$ cat config.mk
export PLATFORM = sky130hd
export DESIGN_NAME = mp_bus_arb
export DESIGN_NICKNAME = d
export VERILOG_FILES = /design/src/rtl/mp_bus_arb_pkg.sv /design/src/rtl/mp_bus_arb_pick.sv /design/src/rtl/mp_bus_arb_ptr.sv /design/src/rtl/mp_bus_arb.sv
export SDC_FILE = /design/constraint.sdc
export NUM_CORES = 1
export LEC_CHECK = 0
export ABC_AREA = 1
export ABC_CLOCK_PERIOD_IN_PS = 6700
export BUFFER_PORTS_ARGS = -buffer_cell sky130_fd_sc_hd__buf_2
export CORE_UTILIZATION = 45
export CTS_CLUSTER_DIAMETER = 60
export DETAILED_ROUTE_END_ITERATION = 10
export PLACE_DENSITY_LB_ADDON = 0.08
export SYNTH_ARGS = -nofsm -noshare
export SYNTH_HDL_FRONTEND = slang
export SYNTH_SLANG_ARGS = --single-unit
$ cat constraint.sdc
create_clock -name clk -period 6.7 [get_ports clk]
set_input_delay 1.675 -clock clk [delete_from_list [all_inputs] [get_ports clk]]
set_output_delay 1.675 -clock clk [all_outputs]
set_load 0.01 [all_outputs]
$ cat src/rtl/mp_bus_arb_pkg.sv
package mp_bus_arb_pkg;
  // Owner ID reserved for "no master"
  localparam int OWNER_NONE = 0;

  function automatic int host_id(input int nproc);
    return nproc + 1;
  endfunction
endpackage

$ cat src/rtl/mp_bus_arb_pick.sv
// Combinational processor picker: fixed order from index 0, or rotating
// order starting just after the last granted index.
module mp_bus_arb_pick #(
  parameter int NPROC = 6,
  parameter int PW    = (NPROC > 1) ? $clog2(NPROC) : 1
) (
  input  logic [NPROC-1:0] req,
  input  logic [PW-1:0]    last,
  input  logic             rot_mode,
  output logic             valid,
  output logic [PW-1:0]    idx
);
  always_comb begin
    int start;
    valid = 1'b0;
    idx   = '0;
    start = rot_mode ? (int'(last) + 1) : 0;
    if (start >= NPROC) start = start - NPROC;
    for (int k = 0; k < NPROC; k++) begin
      int i;
      i = start + k;
      if (i >= NPROC) i = i - NPROC;
      if (!valid && req[i]) begin
        valid = 1'b1;
        idx   = PW'(i);
      end
    end
  end
endmodule

$ cat src/rtl/mp_bus_arb_ptr.sv
// Rotation pointer: index of the processor granted most recently.
module mp_bus_arb_ptr #(
  parameter int NPROC = 6,
  parameter int PW    = (NPROC > 1) ? $clog2(NPROC) : 1
) (
  input  logic          clk,
  input  logic          rst,
  input  logic          load,
  input  logic [PW-1:0] load_idx,
  output logic [PW-1:0] last
);
  always_ff @(posedge clk) begin
    if (rst)       last <= PW'(NPROC - 1);  // so index 0 is searched first
    else if (load) last <= load_idx;
  end
endmodule

$ cat src/rtl/mp_bus_arb.sv
module mp_bus_arb
  import mp_bus_arb_pkg::*;
#(
  parameter int NPROC = 6,
  localparam int IDW  = $clog2(NPROC + 2)
) (
  input  logic             clk,
  input  logic             rst,
  input  logic [NPROC-1:0] req,
  input  logic             host_req,
  input  logic             rot_mode,
  input  logic             lock,
  output logic [NPROC-1:0] gnt,
  output logic             host_gnt,
  output logic [IDW-1:0]   owner_id,
  output logic             bus_busy
);
  localparam int PW = (NPROC > 1) ? $clog2(NPROC) : 1;
  localparam logic [IDW-1:0] HOST = IDW'(host_id(NPROC));
  localparam logic [IDW-1:0] NONE = IDW'(OWNER_NONE);

  logic [IDW-1:0]   owner_q, owner_n;
  logic             gap_q, gap_n;
  logic [NPROC-1:0] gnt_n;
  logic [PW-1:0]    last, pidx, ld_idx;
  logic             pvalid, ld, own_req;

  mp_bus_arb_pick #(.NPROC(NPROC), .PW(PW)) u_pick (
    .req(req), .last(last), .rot_mode(rot_mode), .valid(pvalid), .idx(pidx)
  );

  mp_bus_arb_ptr #(.NPROC(NPROC), .PW(PW)) u_ptr (
    .clk(clk), .rst(rst), .load(ld), .load_idx(ld_idx), .last(last)
  );

  always_comb begin
    logic [IDW-1:0] fresh, want, pid;
    pid   = IDW'(pidx) + IDW'(1);
    fresh = host_req ? HOST : (pvalid ? pid : NONE);
    own_req = 1'b0;
    for (int i = 0; i < NPROC; i++)
      if (owner_q == IDW'(i + 1)) own_req = req[i];
    if (owner_q == HOST) own_req = host_req;
    owner_n = owner_q;
    gap_n   = 1'b0;
    want    = owner_q;
    if (gap_q || owner_q == NONE) begin
      owner_n = fresh;
    end else if (!lock) begin
      if (host_req)
        want = HOST;
      else if (own_req)
        want = (!rot_mode && pvalid && pid < owner_q) ? pid : owner_q;
      else
        want = fresh;
      if (want == NONE) begin
        owner_n = NONE;
      end else if (want != owner_q) begin
        owner_n = NONE;
        gap_n   = 1'b1;
      end
    end
    ld     = 1'b0;
    ld_idx = '0;
    for (int i = 0; i < NPROC; i++)
      if (owner_n == IDW'(i + 1) && owner_n != owner_q) begin
        ld     = 1'b1;
        ld_idx = PW'(i);
      end
  end

  for (genvar g = 0; g < NPROC; g++) begin : g_dec
    assign gnt_n[g] = (owner_n == IDW'(g + 1));
  end

  always_ff @(posedge clk) begin
    if (rst) begin
      owner_q  <= NONE;
      gap_q    <= 1'b0;
      gnt      <= '0;
      host_gnt <= 1'b0;
      bus_busy <= 1'b0;
    end else begin
      owner_q  <= owner_n;
      gap_q    <= gap_n;
      gnt      <= gnt_n;
      host_gnt <= (owner_n == HOST);
      bus_busy <= (owner_n != NONE);
    end
  end

  assign owner_id = owner_q;

  // grants mutually exclusive
  assert_grant_onehot_R10: assert property (@(posedge clk) disable iff (rst)
    $onehot0({host_gnt, gnt}));

  // no direct hand-over between two masters
  assert_changeover_gap_R5: assert property (@(posedge clk) disable iff (rst)
    (|{host_gnt, gnt}) |=> ({host_gnt, gnt} == $past({host_gnt, gnt}) || {host_gnt, gnt} == '0));

  // lock freezes the owner
  assert_lock_hold_R7: assert property (@(posedge clk) disable iff (rst)
    (lock && bus_busy) |=> $stable({host_gnt, gnt}));

  // owner drops and nobody requests -> bus free
  assert_release_R9: assert property (@(posedge clk) disable iff (rst)
    (bus_busy && !lock && !host_req && req == '0) |=> !bus_busy);

  // rotating mode, requesting processor owner is not preempted by processors
  assert_rot_keep_R4: assert property (@(posedge clk) disable iff (rst)
    (rot_mode && !lock && !host_req && (req & gnt) != '0) |=> $stable(gnt));
endmodule

## Yosys cells after proc, flatten, opt, wreduce, memory -nomap -nowiden

Index checks and enable logic that the tools add are counted.

| word-level totals | value |
|---|---|
| flip-flop bits (word level) | 15 |
| input bits | 11 |
| output and inout bits | 11 |
| word-level logic and storage cells | 142 |

| operators by class | value |
|---|---|
| add/subtract/negate cells | 14 |
| $lt $le $gt $ge | 14 |
| equal/unequal tests | 16 |
| multiplexer cells | 68 |
| reduce and logical (&&, ||, !) cells | 24 |

Operator list:

| cell | number |
|---|---|
| $mux 32 | 8 |
| $ge 32x4->1 const B | 7 |
| $sub 32x4->32 const B | 7 |
| $lt 32x5->1 const B | 6 |
| $add 32x3->32 const B | 2 |
| $add 32x4->32 const B | 2 |
| $mux 3 | 21 |
| $mux 1 | 33 |
| $add 32x2->32 const B | 1 |
| $eq 3x3->1 const B | 8 |
| $bmux 1 s3 | 6 |
| $logic_and 1x1->1 | 13 |
| $eq 3x2->1 const B | 4 |
| $eq 3x1->1 const B | 2 |
| $logic_not 1->1 | 6 |
| $logic_not 3->1 | 2 |
| $ne 3x3->1 | 2 |
| $add 3x1->4 const B | 1 |
| $reduce_or 4->1 | 1 |
| $add 3x1->3 const B | 1 |
| $lt 3x3->1 | 1 |
| $reduce_bool 3->1 | 1 |
| $logic_or 1x1->1 | 1 |

## Longest topological paths before layout

Gate-level depths: netlist of the first run.

| depth | value |
|---|---|
| depth in word-level cells | 46 |
| depth in mapped cells | 57 |

## Modules after synthesis

A second synthesis of the first run with hierarchy kept.

| second synthesis, totals | value |
|---|---|
| cell total of the unflattened synthesis | 500 |
| area, all modules | 3017.9 sq um |

Modules (own cells, without submodules):

| module | times used | cells each | area each (sq um) | seq. area each (sq um) |
|---|---|---|---|---|
| mp_bus_arb_pick | 1 | 310 | 1818.0 | 0.0 |
| mp_bus_arb | 1 | 174 | 1088.5 | 240.2 |
| mp_bus_arb_ptr | 1 | 16 | 111.4 | 60.1 |

## Worst setup path before layout of the first run

No wires, ideal clock.

| path | value |
|---|---|
| kind | input to register |
| start | in rot_mode |
| end | reg u_ptr.last[1] |
| data arrival time | 7105 ps |
| data required time | 6571 ps |
| setup slack | -533 ps |
| stages | 50 |
| buffers on the path | 3 |
| cells stage by stage | buf_4 nand2_2 inv_2 ha_1 ha_1 nand2_4 a21o_1 nand2_2 buf_6 ha_1 buf_2 clkinv_1 nor2_1 inv_1 nand3_1 nand2_1 nand2_2 nand2_1 (+14 left out) nor2_2 o211ai_1 nand2_1 inv_1 nand2_1 nand2_1 nand2_1 nand2_1 a21oi_2 nand3_2 nand2_2 nand2_2 nand2_2 inv_2 nand3_1 nand3_2 nand2_1 a21oi_2 |

| between the ends | value |
|---|---|
| cells in the longest elaborated chain, start to end | 45 |
| elaborated cells between the ends (all ways) | 108 |
| classes of those cells | add/sub (13); order compare (8); eq/ne (8); mux (59); reduce/logical (20) |

Ends and longest elaborated chain:

| element | RTL line | text |
|---|---|---|
| start: declaration | mp_bus_arb.sv:11 | `input logic rot_mode,` |
| branches (longest 36 deep; another with $sub 32x4->32) | - |  |
| $mux 3 (*) | mp_bus_arb.sv:47 | `if (gap_q \|\| owner_q == NONE) begin` |
| $eq 3x1->1 or $ne 3x3->1 (tied branches) | mp_bus_arb.sv:66 | `if (owner_n == IDW'(i + 1) && owner_n != owner_q) begin` |
| $logic_and 1x1->1 | mp_bus_arb.sv:66 |  |
| $mux 1 (6 in series) | mp_bus_arb.sv:66 |  |
| end signal: assignment | mp_bus_arb_ptr.sv:13 | `if (rst) last <= PW'(NPROC - 1);` |
| end signal: assignment | mp_bus_arb_ptr.sv:14 | `else if (load) last <= load_idx;` |
| end: declaration | mp_bus_arb_ptr.sv:10 | `output logic [PW-1:0] last` |

Every way passes the cells marked *. The select of a mux whose other input is x is not followed.
A chain may end at the register's enable or synchronous reset.

## Final worst setup path of the first run

Ends and elaborated chain as after synthesis.

==> results.txt, run 1 <==
- The floorplan step set the die height to between 70 and 80 um.
- Fin. max-slew vios: 0
- Number of ports placed on the die boundary: 22
* Basic-gate share of the synthesized area counting and, or, nand and nor cells: 0.560
- Fraction of final layout cells with drive strength greater than 1: 0.576
- The critical path in this run is classified as primary input to register.
- In the final design database the tool counted 624 nets.
* Maximum number of pins on one net before global-route repair: 19
- Of all flip-flops after synthesis, the portion carrying an async set or reset was 0.
- Largest delay share family, worst path: simple AND/OR/NAND/NOR gates
- For this run the aggregate overflow at the end of global routing stands at 0.
- Initial detailed-routing violation count: 196
- The fraction of the mapped netlist area in compound gates is 0.115.
- Insertion delay to the later sink of the worst-skew pair: 250 ps
- Fill cells in the final layout number about 360.
* Detailed-route wire length: between 9000 and 10000 um
- Once detailed placement completed, the half-perimeter wirelength came to about 6200 um.
- Setup repair after global routing could not meet its margin everywhere.
- Arrival time of data at the critical path endpoint: between 7000 and 8000 ps
- Largest family of logic cells by synthesized area: simple AND/OR/NAND/NOR gates
* First-pass detailed-route iteration total: 4
- Area growth syn-to-layout: 73.9%
- Of the total synthesized cell area, the portion taken by XOR and XNOR cells is 0.00982.
- Number of failing hold endpoints at the final stage: 0
- Slew margin rel.: 0.364
- Summed over all instances, the cell type with the most area after synthesis is nand2_1.
- Highest Clock Rate: 142 MHz
- Sequential cell area fraction in the yosys report: 0.112
* Clk buf depth: 2
- Flops & latches, synth: 15
- Worst slew pin tran: ~950 ps
- The first global-routing pass estimated between 10000 and 15000 um of wire.
- Count of flip-flops with a built-in enable after synthesis: 0
- In this run the number of H-tree levels came out at 1.
- Cell with the biggest individual delay on the critical path: a21oi_4
- 0 antenna diodes ended up in the layout.
* TNS Setup: -1930 ps
* Buffering stage count on the worst path with inverters included: 14
* Post-synthesis net count: around 500
* CTS Hold Buffers Added: 0
* Final setup slack of the worst path: -335 ps
- Once layout is complete, the cells apart from fillers number 664.
- Clock period minus worst slack: between 7000 and 8000 ps
- The synthesized netlist contains 42 unique library cells.
- Ys flop type: dfxtp_1
- On the worst path, the slowest cell contributes a delay of 300 ps.
- Cell area after synthesis: 2680 um2
- Max-cap violations in this run came to 0.
- STA classifies the critical path startpoint as a primary input.
- The number of global-route vias before repair was 3197.
- Top post-synthesis cells by count: nand2_1, nand3_1, inv_1
- TritonCTS built the clock tree.
- The path class of the tightest hold or removal check is register to register.
- Number of sinks driven by the clock tree: 15
- Syn Area/Cell: 5.78 um2
* Post-detailed-route via-to-cell ratio: between 5 and 6
- The checks that failed: setup timing.
- Remaining routing DRC violations: 0
* Total of buffers placed on input and output ports: 21
- The share of synthesized area in the top cell type comes to 0.196.
- Routability-driven placement finished with a final weighted congestion of roughly 0.9.
- By area the synthesized netlist is led by nand2_1, nand3_1, dfxtp_1.
- Die area: 6260 um2
- The Yosys step of the flow raised 0 warnings.
* Clock input transition at the sequential cells of the worst setup and hold paths: 60 ps
* Clock buffers created by TritonCTS: 3
* CP Data Required Time: between 6000 and 7000 ps
- Hold path startpoint: u_ptr.last[1]
* Final Cycle Share: 1.05
- Final Setup Violations: 12
* Most frequent cell on the critical path: buf_4
* Result of the run: finished with violations
- The total area inside the core boundary comes to 5610 um2.
- The initial antenna violation count came to 0.
- In this run the remaining antenna-violating nets after routing total 0.
- For this configuration, the core starts out at a cell density of 0.477.
- Setup Skew: 1.38 ps
- Detailed-route wire length per cell: approximately 15 um
* Placed cells: approximately 620
* Startpoint of the worst setup timing path: rot_mode
* Die width: 79.1 um
- The detailed router placed between 3000 and 4000 vias in this run.
- Most common cell in the synthesized netlist: nand2_1
- Clock tree root buffer cell: clkbuf_8
* Synthesized-area fraction occupied by adder cells: 0.0935
- Number of instances in the synthesized netlist: 463
* Beginning of the worst register-to-register path: u_ptr.last[0]
- Overall global routing resource usage: 0.268
* Multiplexer fraction of the synthesized cell area: 0
- In this run the core area contains 27 standard-cell rows.
- Top fanout value on the critical path: 6
- STA classifies the critical path endpoint as a register.
[flip-flops by register name, indices dropped and copies added (netlist names)]
| signal | count |
|---|---|
| bus_busy | 1 |
| gap_q | 1 |
| gnt | 6 |
| host_gnt | 1 |
| owner_id | 3 |
| u_ptr.last | 3 |
[cell type report]
cell class / count / area (um2) / share of cell area
Tap cell: 72 / 90.1 / 0.0194
Inverter: 66 / 289 / 0.0621
Clock buffer: 4 / 45.0 / 0.00968
Timing Repair Buffer: 132 / 1000 / 0.215
Multi-Input combinational cell: 375 / 2930 / 0.629
Sequential cell: 15 / 300 / 0.0645
[through the flow]
step                 util  setup slack [ps]  area [um2]  hold WS, ps
floorplan               -             -32.4        2800          498
global placement    0.622              -420        3490          528
detailed placement  0.622              -551        3490          534
CTS                 0.723             -20.8        4050          545
global route        0.830              -667        4650          576
finish              0.830              -335        4650          562
[worst paths after layout]
check                   to  slack (ps)  cells after the start
max          u_ptr.last[1]        -330                     48
min          u_ptr.last[1]         560                      2
max reg2reg  u_ptr.last[1]         290                     51
min reg2reg  u_ptr.last[1]         560                      2
[worst register-to-register path: cells and delay by family, from the launching register on]
kind / cells / cell delay (ps)
adder cells (fa/ha/maj): 5 / 1050
AO/OA/AOI/OAI: 4 / 650
flip-flops: 1 / 490
buffers and inverters: 17 / 1690
AND/OR/NAND/NOR: 25 / 2490
[metal layers]
metal | track usage | up-vias | part of all wire
met5 | 0 | - | 0
li1 | - | 1758 | -
met3 | 0.0333 | 27 | 0.040
met4 | 0.0545 | 0 | 0.029
met1 | 0.327 | 1678 | 0.42
met2 | 0.497 | 98 | 0.51
[repair_timing]
action | CTS | global route
buffers inserted | 23 | 14
setup endpoints to repair | 13 | 15
resized for setup | 92 | 117
pin swaps | 58 | 57
[cell families after synthesis]
logic type                 count (synthesis)
DFF                                       15
and+or+nand+nor                          304
adders and majority gates                 20
buffers and inverters                     73
AOI/OAI and AO/OA                         48
xor gates and xnor gates                   3
[layout by cell type, fill, tap and decap left out, drive strengths merged]
cell type	Yosys	layout
nand3b	2	2
clkbuf	1	4
a31oi	1	1
nand4	10	10
inv	62	62
clkinv	4	4
o22ai	1	1
nor3b	1	1
o211ai	1	1
or2	1	1
xor2	2	2
nor2	45	45
o221ai	1	1
dfxtp	15	15
xnor2	1	1
a211oi	1	1
a311oi	1	1
a21o	1	1
o21ai	25	25
nor3	3	3
ha	20	20
o21a	1	1
a211o	1	1
buf	6	132
nand3	72	72
nand2	170	170
o2111ai	2	2
a21oi	12	12
Power of run 1 is not shown: default switching activity piles up to over one toggle a cycle in this logic, so the estimate is an artifact.
==> inputs of run 2 (changes only) <==
--- a/config.mk
+++ b/config.mk
@@ -11,7 +11,8 @@
 export CORE_UTILIZATION = 45
 export CTS_CLUSTER_DIAMETER = 60
 export DETAILED_ROUTE_END_ITERATION = 10
-export PLACE_DENSITY_LB_ADDON = 0.08
+export MAX_ROUTING_LAYER = met4
+export PLACE_DENSITY = 0.62
 export SYNTH_ARGS = -nofsm -noshare
 export SYNTH_HDL_FRONTEND = slang
 export SYNTH_SLANG_ARGS = --single-unit
==> run 2 against run 1 <==
Effect of this change:
- highest routed layer unchanged
- design area decreased by 8.4%
- clock skew increased by 3.0 ps
- utilization decreased by 7.0 points
- the run still ends with setup timing left
- worst hold slack got worse by 1.5 ps
- critical path type unchanged
- critical path depth decreased by 2
- cell count decreased by 0.75%
- sequential share of layout area increased by 0.60 points
- via count decreased by 3.4%
- maximum frequency increased by 2.3%
==> results.txt, run 2 (same netlist as run 1, synthesis figures left out) <==
- Vias after detailed routing: 3440
- STA classifies the critical path startpoint as a primary input.
- First-pass detailed-route iteration total: 4
- Adding up every negative setup slack in the final design gives -1140 ps.
- Setup Skew: roughly 4.4 ps
* Met3 usage: 0.0253
* Category of the critical setup timing path: primary input to register
- Insertion delay to the later sink of the worst-skew pair: 250 ps
* Die area: around 6300 um2
- The run finished, with violations left.
- The initial antenna violation count is 0.
- After clock tree synthesis, the clock-pin slew on the worst setup and hold paths is 60 ps.
- Final setup slack of the worst path: -179 ps
* Beginning of the worst register-to-register path: u_ptr.last[0]
- Worst-case register-to-register setup slack: 490 ps
- The HPWL after detailed placement is 6260 um.
* Area growth syn-to-layout: 59.2%
* Detailed-route wire length per cell: 13.6 um
* Post-layout nets: between 600 and 700
- 0 antenna diodes ended up in the layout.
* Layer with the highest usage after global routing: met2
* Final Cycle Share: 1.03
- Most frequent cell on the critical path: nand2_1
- Number of global-route vias before repair: between 3000 and 4000
- Routability-driven placement congestion ratio: between 0.8 and 0.9
* Number of flip-flops under the largest register name: 6
* Class of the tightest hold or removal check: register to register
- Port buffering added 21 buffers.
- The first global-routing pass estimated roughly 14000 um of wire.
* Nature of the critical path endpoint: register
- The smallest clock period supported by the final layout is computed as 6880 ps.
- Cell count of the worst reg-to-reg path: 47
- Remaining routing DRC violations: 0
- Startpoint of the worst setup timing path: rot_mode
- Hold timing on the final database bottoms out at a slack of roughly 560 ps.
- In this run the number of H-tree levels came out at 1.
- Cell with the biggest individual delay on the critical path: a211o_1
* Largest reg by FF count: gnt
- Leaving out fill and tap cells, the most frequent cell in the layout is nand2_1.
- In this run the horizontal extent of the chip is 79.1 um.
- Worst slew pin tran: 710 ps
- Count of max-cap constraint violations: 0
- Setup violations remaining at the end of the flow were counted as 12.
- Overflow left after global routing: 0
- Non-filler cells in the finished layout: 659
* Standard-cell rows: 27
- Entering global routing, the biggest net connects 19 pins.
- Post-detailed-route via-to-cell ratio: 5.22
* Area of the core region: 5610 um2
- Number of failing hold endpoints at the final stage: 0
- For this configuration, the core starts out at a cell density of 0.477.
- Overall global routing resource usage: 0.275
* Clk buf depth: 2
* Violated checks: setup timing
* Arrival time of data at the critical path endpoint: 7060 ps
- The worst register-to-register path ends at u_ptr.last[1].
* Biggest cell delay along the critical path: 290 ps
- The detail route stage leaves a number of antenna-violating nets equal to 0.
- TritonCTS built the clock tree.
- Placed cells: 630
* Clock tree root buffer cell: clkbuf_8
- Height of the die: 79.1 um
- In the global route stage, met1 resource usage came out at 0.348.
- Top fanout value on the critical path: 6
- After detailed routing, the total wire length is 8990 um.
* Fin. max-slew vios: 0
- Crit path capture: u_ptr.last[1]
- Slew margin rel.: 0.523
- Leaving out fill and tap cells, the most frequent cells in the layout are nand2_1, buf_4, inv_1, nand2_2, nand3_1.
- Setup repair after global routing missed its margin: yes
* Number of sinks driven by the clock tree: 15
- Fill cell total of the finished layout: around 450
- Number of ports placed on the die boundary: 22
- TritonCTS created 3 clock buffers.
- GR Util met2: 0.470
- After the first detailed-routing iteration, the DRC count stood at around 170.
- Highest Clock Rate: 145 MHz
- In the final layout, the share of cells above drive strength 1 is 0.482.
* CP Data Required Time: 6880 ps
run 2: changes by cell type in the layout (fill, tap and decap cells not counted), sizes merged:
cell | previous run | this run
buf | 132 | 127
run 2: worst max-delay path, delay by kind of cell:
family / cells / cell delay, ps
and+or+nand+nor: 29 / 2990
adders and majority gates: 5 / 880
AOI/OAI and AO/OA: 5 / 870
buffers and inverters: 7 / 620
run 2: layout make-up:
type	instances	area, um2	share of cell area
multi-input cells	375	2610	0.613
repair buffers	127	931	0.219
flip-flops and latches	15	300	0.0705
inverters	66	284	0.0667
well taps	72	90.1	0.0211
clock buffers	4	45.0	0.0106
run 2: routing by layer:
layer  vias up  share of wire
li1       1753              -
met1      1583           0.44
met2        83           0.50
met3        21          0.033
met4         0          0.024
met5         -              0
run 2: repair_timing:
item	in CTS	in global routing
hold buffers	0	0
resized for setup	57	65
pin swaps	48	52
setup buffers	17	8
endpoints found under the setup margin	14	15
run 2: worst min-delay path by stage:
stage	slack, ps	from	end	cells after the start
after floorplan	500	u_ptr.last[1]	u_ptr.last[1]	2
after global placement	520	u_ptr.last[1]	u_ptr.last[1]	2
after detailed placement	540	u_ptr.last[1]	u_ptr.last[1]	2
after CTS	550	u_ptr.last[1]	u_ptr.last[1]	2
after global routing	580	u_ptr.last[1]	u_ptr.last[1]	2
final	560	u_ptr.last[1]	u_ptr.last[1]	2
run 2: per-stage QoR:
| stage | setup slack [ps] | instance area (um2) | utilization |
|---|---|---|---|
| 6_report | -179 | 4260 | 0.760 |
| 3_3_place_gp | -581 | 3540 | 0.632 |
| 5_1_grt | -500 | 4260 | 0.760 |
| 3_5_place_dp | -700 | 3540 | 0.632 |
| 4_1_cts | -99.0 | 3950 | 0.705 |
| 2_1_floorplan | -32.4 | 2800 | - |
Power of run 2 is left out for the same reason.
==> inputs of run 3 (changes only) <==
--- a/config.mk
+++ b/config.mk
@@ -8,11 +8,11 @@
 export ABC_AREA = 1
 export ABC_CLOCK_PERIOD_IN_PS = 6700
 export BUFFER_PORTS_ARGS = -buffer_cell sky130_fd_sc_hd__buf_2
-export CORE_UTILIZATION = 45
+export CORE_UTILIZATION = 56
 export CTS_CLUSTER_DIAMETER = 60
 export DETAILED_ROUTE_END_ITERATION = 10
 export MAX_ROUTING_LAYER = met4
-export PLACE_DENSITY = 0.62
+export PLACE_DENSITY = 0.75
 export SYNTH_ARGS = -nofsm -noshare
 export SYNTH_HDL_FRONTEND = slang
 export SYNTH_SLANG_ARGS = --single-unit
==> run 3 against run 2 <==
Effect of this change:
- the run now fails in global routing
- synthesized cell count is the same
- area after synthesis is the same
==> results.txt, run 3 <==
* Result of the run: aborted with a tool error
- The flow halted during global routing.
- First error: [ERROR DPL-0038] Utilization greater than 100%, impossible to legalize
- For this run, the number of Yosys warnings is 0.
* Synth top area share: 0.196
* Routability-driven placement congestion ratio: 0.923
- TritonCTS created 3 clock buffers.
- Clk buf depth: 2
* Clock tree root buffer cell: clkbuf_8
- Standard-cell rows: 24
- Synthesis handed over a netlist of between 400 and 500 instances.
* GRT worst endpoint: u_ptr.last[2]$_SDFFE_PP1P_/D
* Placed wire-length estimate after detailed placement: about 6300 um
- Maximum number of pins on one net before global-route repair: 19
- After synthesis, the mean cell area works out to 5.78 um2.
* Flops & latches, synth: 15
* Initial core utilization: 0.598
- The commonest cells after synthesis are nand2_1, nand3_1, inv_1.
- WEP type: register data pin
* Placed cells: between 600 and 700
- Cell area after synthesis: 2680 um2
* Sequential cell area fraction in the yosys report: 0.112
- During I/O placement, the number of pins put on the boundary was 22.
* Dominant cell type by area after synthesis: nand2_1
- By instance count, the leading cell after synthesis is nand2_1.
- Count of different cell masters after synthesis: 42
- Of all flip-flops after synthesis, the portion carrying an async set or reset was 0.
* CTS Hold Buffers Added: 0
- Die width: 71.1 um
* Ys flop type: dfxtp_1
- Input and output buffers added on the ports amount to 21.
- In this run the number of H-tree levels came out at 1.
* Leading post-synthesis cells by cell area: nand2_1, nand3_1, dfxtp_1
- Post-synthesis net count: 494
- The clock net in this run drives a total of 15 sinks.
- Height of the die: 71.1 um
- Count of flip-flops with a built-in enable after synthesis: 0
## run 3: cells by family after synthesis
group | Yosys count | share of synthesized area
AOI/OAI and AO/OA | 48 | 0.115
adders and majority gates | 20 | 0.0935
and+or+nand+nor | 304 | 0.560
xor gates and xnor gates | 3 | 0.00982
DFF | 15 | 0.112
buffers and inverters | 73 | 0.109
## run 3: stage by stage
stage | worst slack [ps] | area, um2
floorplan | -32.4 | 2800
global placement | -425 | 3460
detailed placement | -713 | 3460
CTS | -141 | 4010
## run 3: repair_timing
action                     CTS
setup endpoints to repair   14
buffers inserted            25
gates resized for setup     80
cloned                       0
pin swaps                   61
==> inputs of run 4 (changes only) <==
--- a/config.mk
+++ b/config.mk
@@ -6,13 +6,11 @@
 export NUM_CORES = 1
 export LEC_CHECK = 0
 export ABC_AREA = 1
-export ABC_CLOCK_PERIOD_IN_PS = 6700
+export ABC_CLOCK_PERIOD_IN_PS = 8700
 export BUFFER_PORTS_ARGS = -buffer_cell sky130_fd_sc_hd__buf_2
-export CORE_UTILIZATION = 56
-export CTS_CLUSTER_DIAMETER = 60
+export CORE_UTILIZATION = 40
 export DETAILED_ROUTE_END_ITERATION = 10
-export MAX_ROUTING_LAYER = met4
-export PLACE_DENSITY = 0.75
+export PLACE_DENSITY_LB_ADDON = 0.15
 export SYNTH_ARGS = -nofsm -noshare
 export SYNTH_HDL_FRONTEND = slang
 export SYNTH_SLANG_ARGS = --single-unit
==> constraint.sdc (replaced) <==
create_clock -name clk -period 8.7 [get_ports clk]
set_input_delay 2.175 -clock clk [delete_from_list [all_inputs] [get_ports clk]]
set_output_delay 2.175 -clock clk [all_outputs]
set_load 0.01 [all_outputs]
==> run 4 against run 3 <==
Effect of this change:
- the flow now finishes without violations
==> results.txt, run 4 (same netlist as run 1, synthesis figures left out) <==
- Result of the run: finished, final reports clean
- Class of the tightest hold or removal check: register to register
* Beginning of the worst register-to-register path: u_ptr.last[0]
* Hold EP: u_ptr.last[1]
* Area growth syn-to-layout: 9.07%
- The worst pin sits at a relative slew slack of 0.518.
* Insertion delay to the later sink of the worst-skew pair: 250 ps
- At the end of routability-driven placement, the weighted congestion stood at slightly below 0.9.
- Between clock sinks in the finished design, the worst skew comes to 4.11 ps.
- The floorplan has 29 rows.
- Setup repair after global routing missed its margin: no
- The placed instances occupy a cell area of roughly 2900 um2.
- Total of buffers placed on input and output ports: 21
- Highest Clock Rate: ~120 MHz
- Most frequent cell on the critical path: nand2_1
* Cell count of the worst reg-to-reg path: 50
* Number of ports placed on the die boundary: 22
* Remaining antenna violation count: 0
- Detailed-route wire length: 6980 um
- Leaving out fill and tap cells, the most frequent cell in the layout is nand2_1.
* Count of max-cap constraint violations: 0
- For the worst setup path, the data arrival time is 8170 ps.
- The core region is about 6400 um2.
- Top fanout value on the critical path: 10
* Number of global-route vias before repair: roughly 2700
- Summing all multi-input logic gate instances after layout gives around 2100 um2.
- The first global-routing pass estimated ~12000 um of wire.
- Clock tree from TritonCTS: built
* Startpoint type of the worst setup path: primary input
- Clk buf depth: 2
* Final Setup Violations: 0
- CP Data Required Time: 8840 ps
- Initial detailed-routing violation count: between 100 and 150
- Number of failing hold endpoints at the final stage: 0
- Detailed placement ended at an HPWL of approximately 5700 um.
- The number of hold buffers added after CTS was 0.
* Post-route cell area: 2920 um2
* Overall global routing resource usage: 0.204
* Biggest cell delay along the critical path: 310 ps
- STA classifies the critical path endpoint as a register.
- Final antenna diode count: 0
- Registers take 300 um2.
* Fill cell total of the finished layout: 695
- The floorplan step defined a die boundary enclosing 7020 um2.
* Post-detailed-route via-to-cell ratio: roughly 5.2
* Category of the critical setup timing path: primary input to register
- Hold path startpoint: u_ptr.last[1]
* Cell with the biggest individual delay on the critical path: a211o_1
* Remaining routing DRC violations: 0
- CTS built an H-tree with a depth of 1.
- Largest reg by FF count: gnt
* Cell count of the worst hold path: 2
* Clock input transition at the sequential cells of the worst setup and hold paths: about 60 ps
- Maximum number of pins on one net before global-route repair: 20
- Clock period minus worst slack: 8030 ps
- First-pass detailed-route iteration total: 4
- Fraction of final layout cells with drive strength greater than 1: 0.190
- Post-layout nets: 515
* TNS Setup: 0 ps
- Overflow left after global routing: 0
- The worst register-to-register path has a setup slack of between 1500 and 2000 ps.
* Final Cycle Share: 0.923
* Number of sinks driven by the clock tree: 15
- Clock tree synthesis selected as its root buffer the cell clkbuf_8.
- The routed layout has 2918 vias.
* Worst reg2reg path endpoint: u_ptr.last[2]
- In this run the horizontal extent of the chip is 83.8 um.
- Clock tree synthesis inserted a total of 3 buffers.
* Height of the die: roughly 84 um
* Number of flip-flops under the largest register name: 6
- Fin. max-slew vios: 0
- Initial core utilization: 0.419
- The library cells used most frequently in the layout, excluding fill and tap cells, are nand2_1, nand3_1, inv_1, nor2_1, nand2_2.
* Worst slew pin tran: roughly 720 ps
- The initial antenna violation count is 0.
* Detailed-route wire length per cell: 12.5 um
run 4: layout make-up:
type,count,area share
multi-input combinational,375,0.722
sequential,15,0.103
inverter,66,0.0853
timing repair buffer,23,0.0411
tap,77,0.0330
clock buffer,3,0.0141
clock inverter,1,0.00171
run 4: repair_timing:
action,4_1_cts,5_1_grt
resized for setup,0,5
setup endpoints to repair,0,6
setup buffers,0,0
run 4: metal layers:
layer  routed length, um  GRT usage  vias up
met4                  61     0.0478        0
met5                   0          0        -
met3                 265    0.00989        7
met1                3280      0.263     1325
met2                3370      0.373       48
li1                    -          -     1538
run 4: how the worst max path moves through the flow:
stage                   from       endpoint  slack, ps  depth (start not counted)
global placement    rot_mode  u_ptr.last[2]        310                         48
CTS                 rot_mode  u_ptr.last[2]        510                         48
floorplan           rot_mode  u_ptr.last[1]        970                         50
global route        rot_mode  u_ptr.last[2]         40                         48
finish              rot_mode  u_ptr.last[2]        670                         48
detailed placement  rot_mode  u_ptr.last[2]        270                         48
run 4: critical path, delay by kind of cell:
family | cells | cell delay, ps
buffers and inverters | 7 | 600
AO/OA/AOI/OAI | 7 | 1290
AND/OR/NAND/NOR | 29 | 2920
adder cells (fa/ha/maj) | 5 | 1130
run 4: stage by stage:
step / setup slack [ps] / std cells / hold slack, ps / utilization
after floorplan: 967 / 463 / 498 / -
after global placement: 309 / 556 / 527 / 0.446
after detailed placement: 268 / 556 / 529 / 0.446
after CTS: 511 / 560 / 546 / 0.454
after global routing: 41.3 / 560 / 582 / 0.457
final: 673 / 560 / 539 / 0.457
Power of run 4 is left out for the same reason.
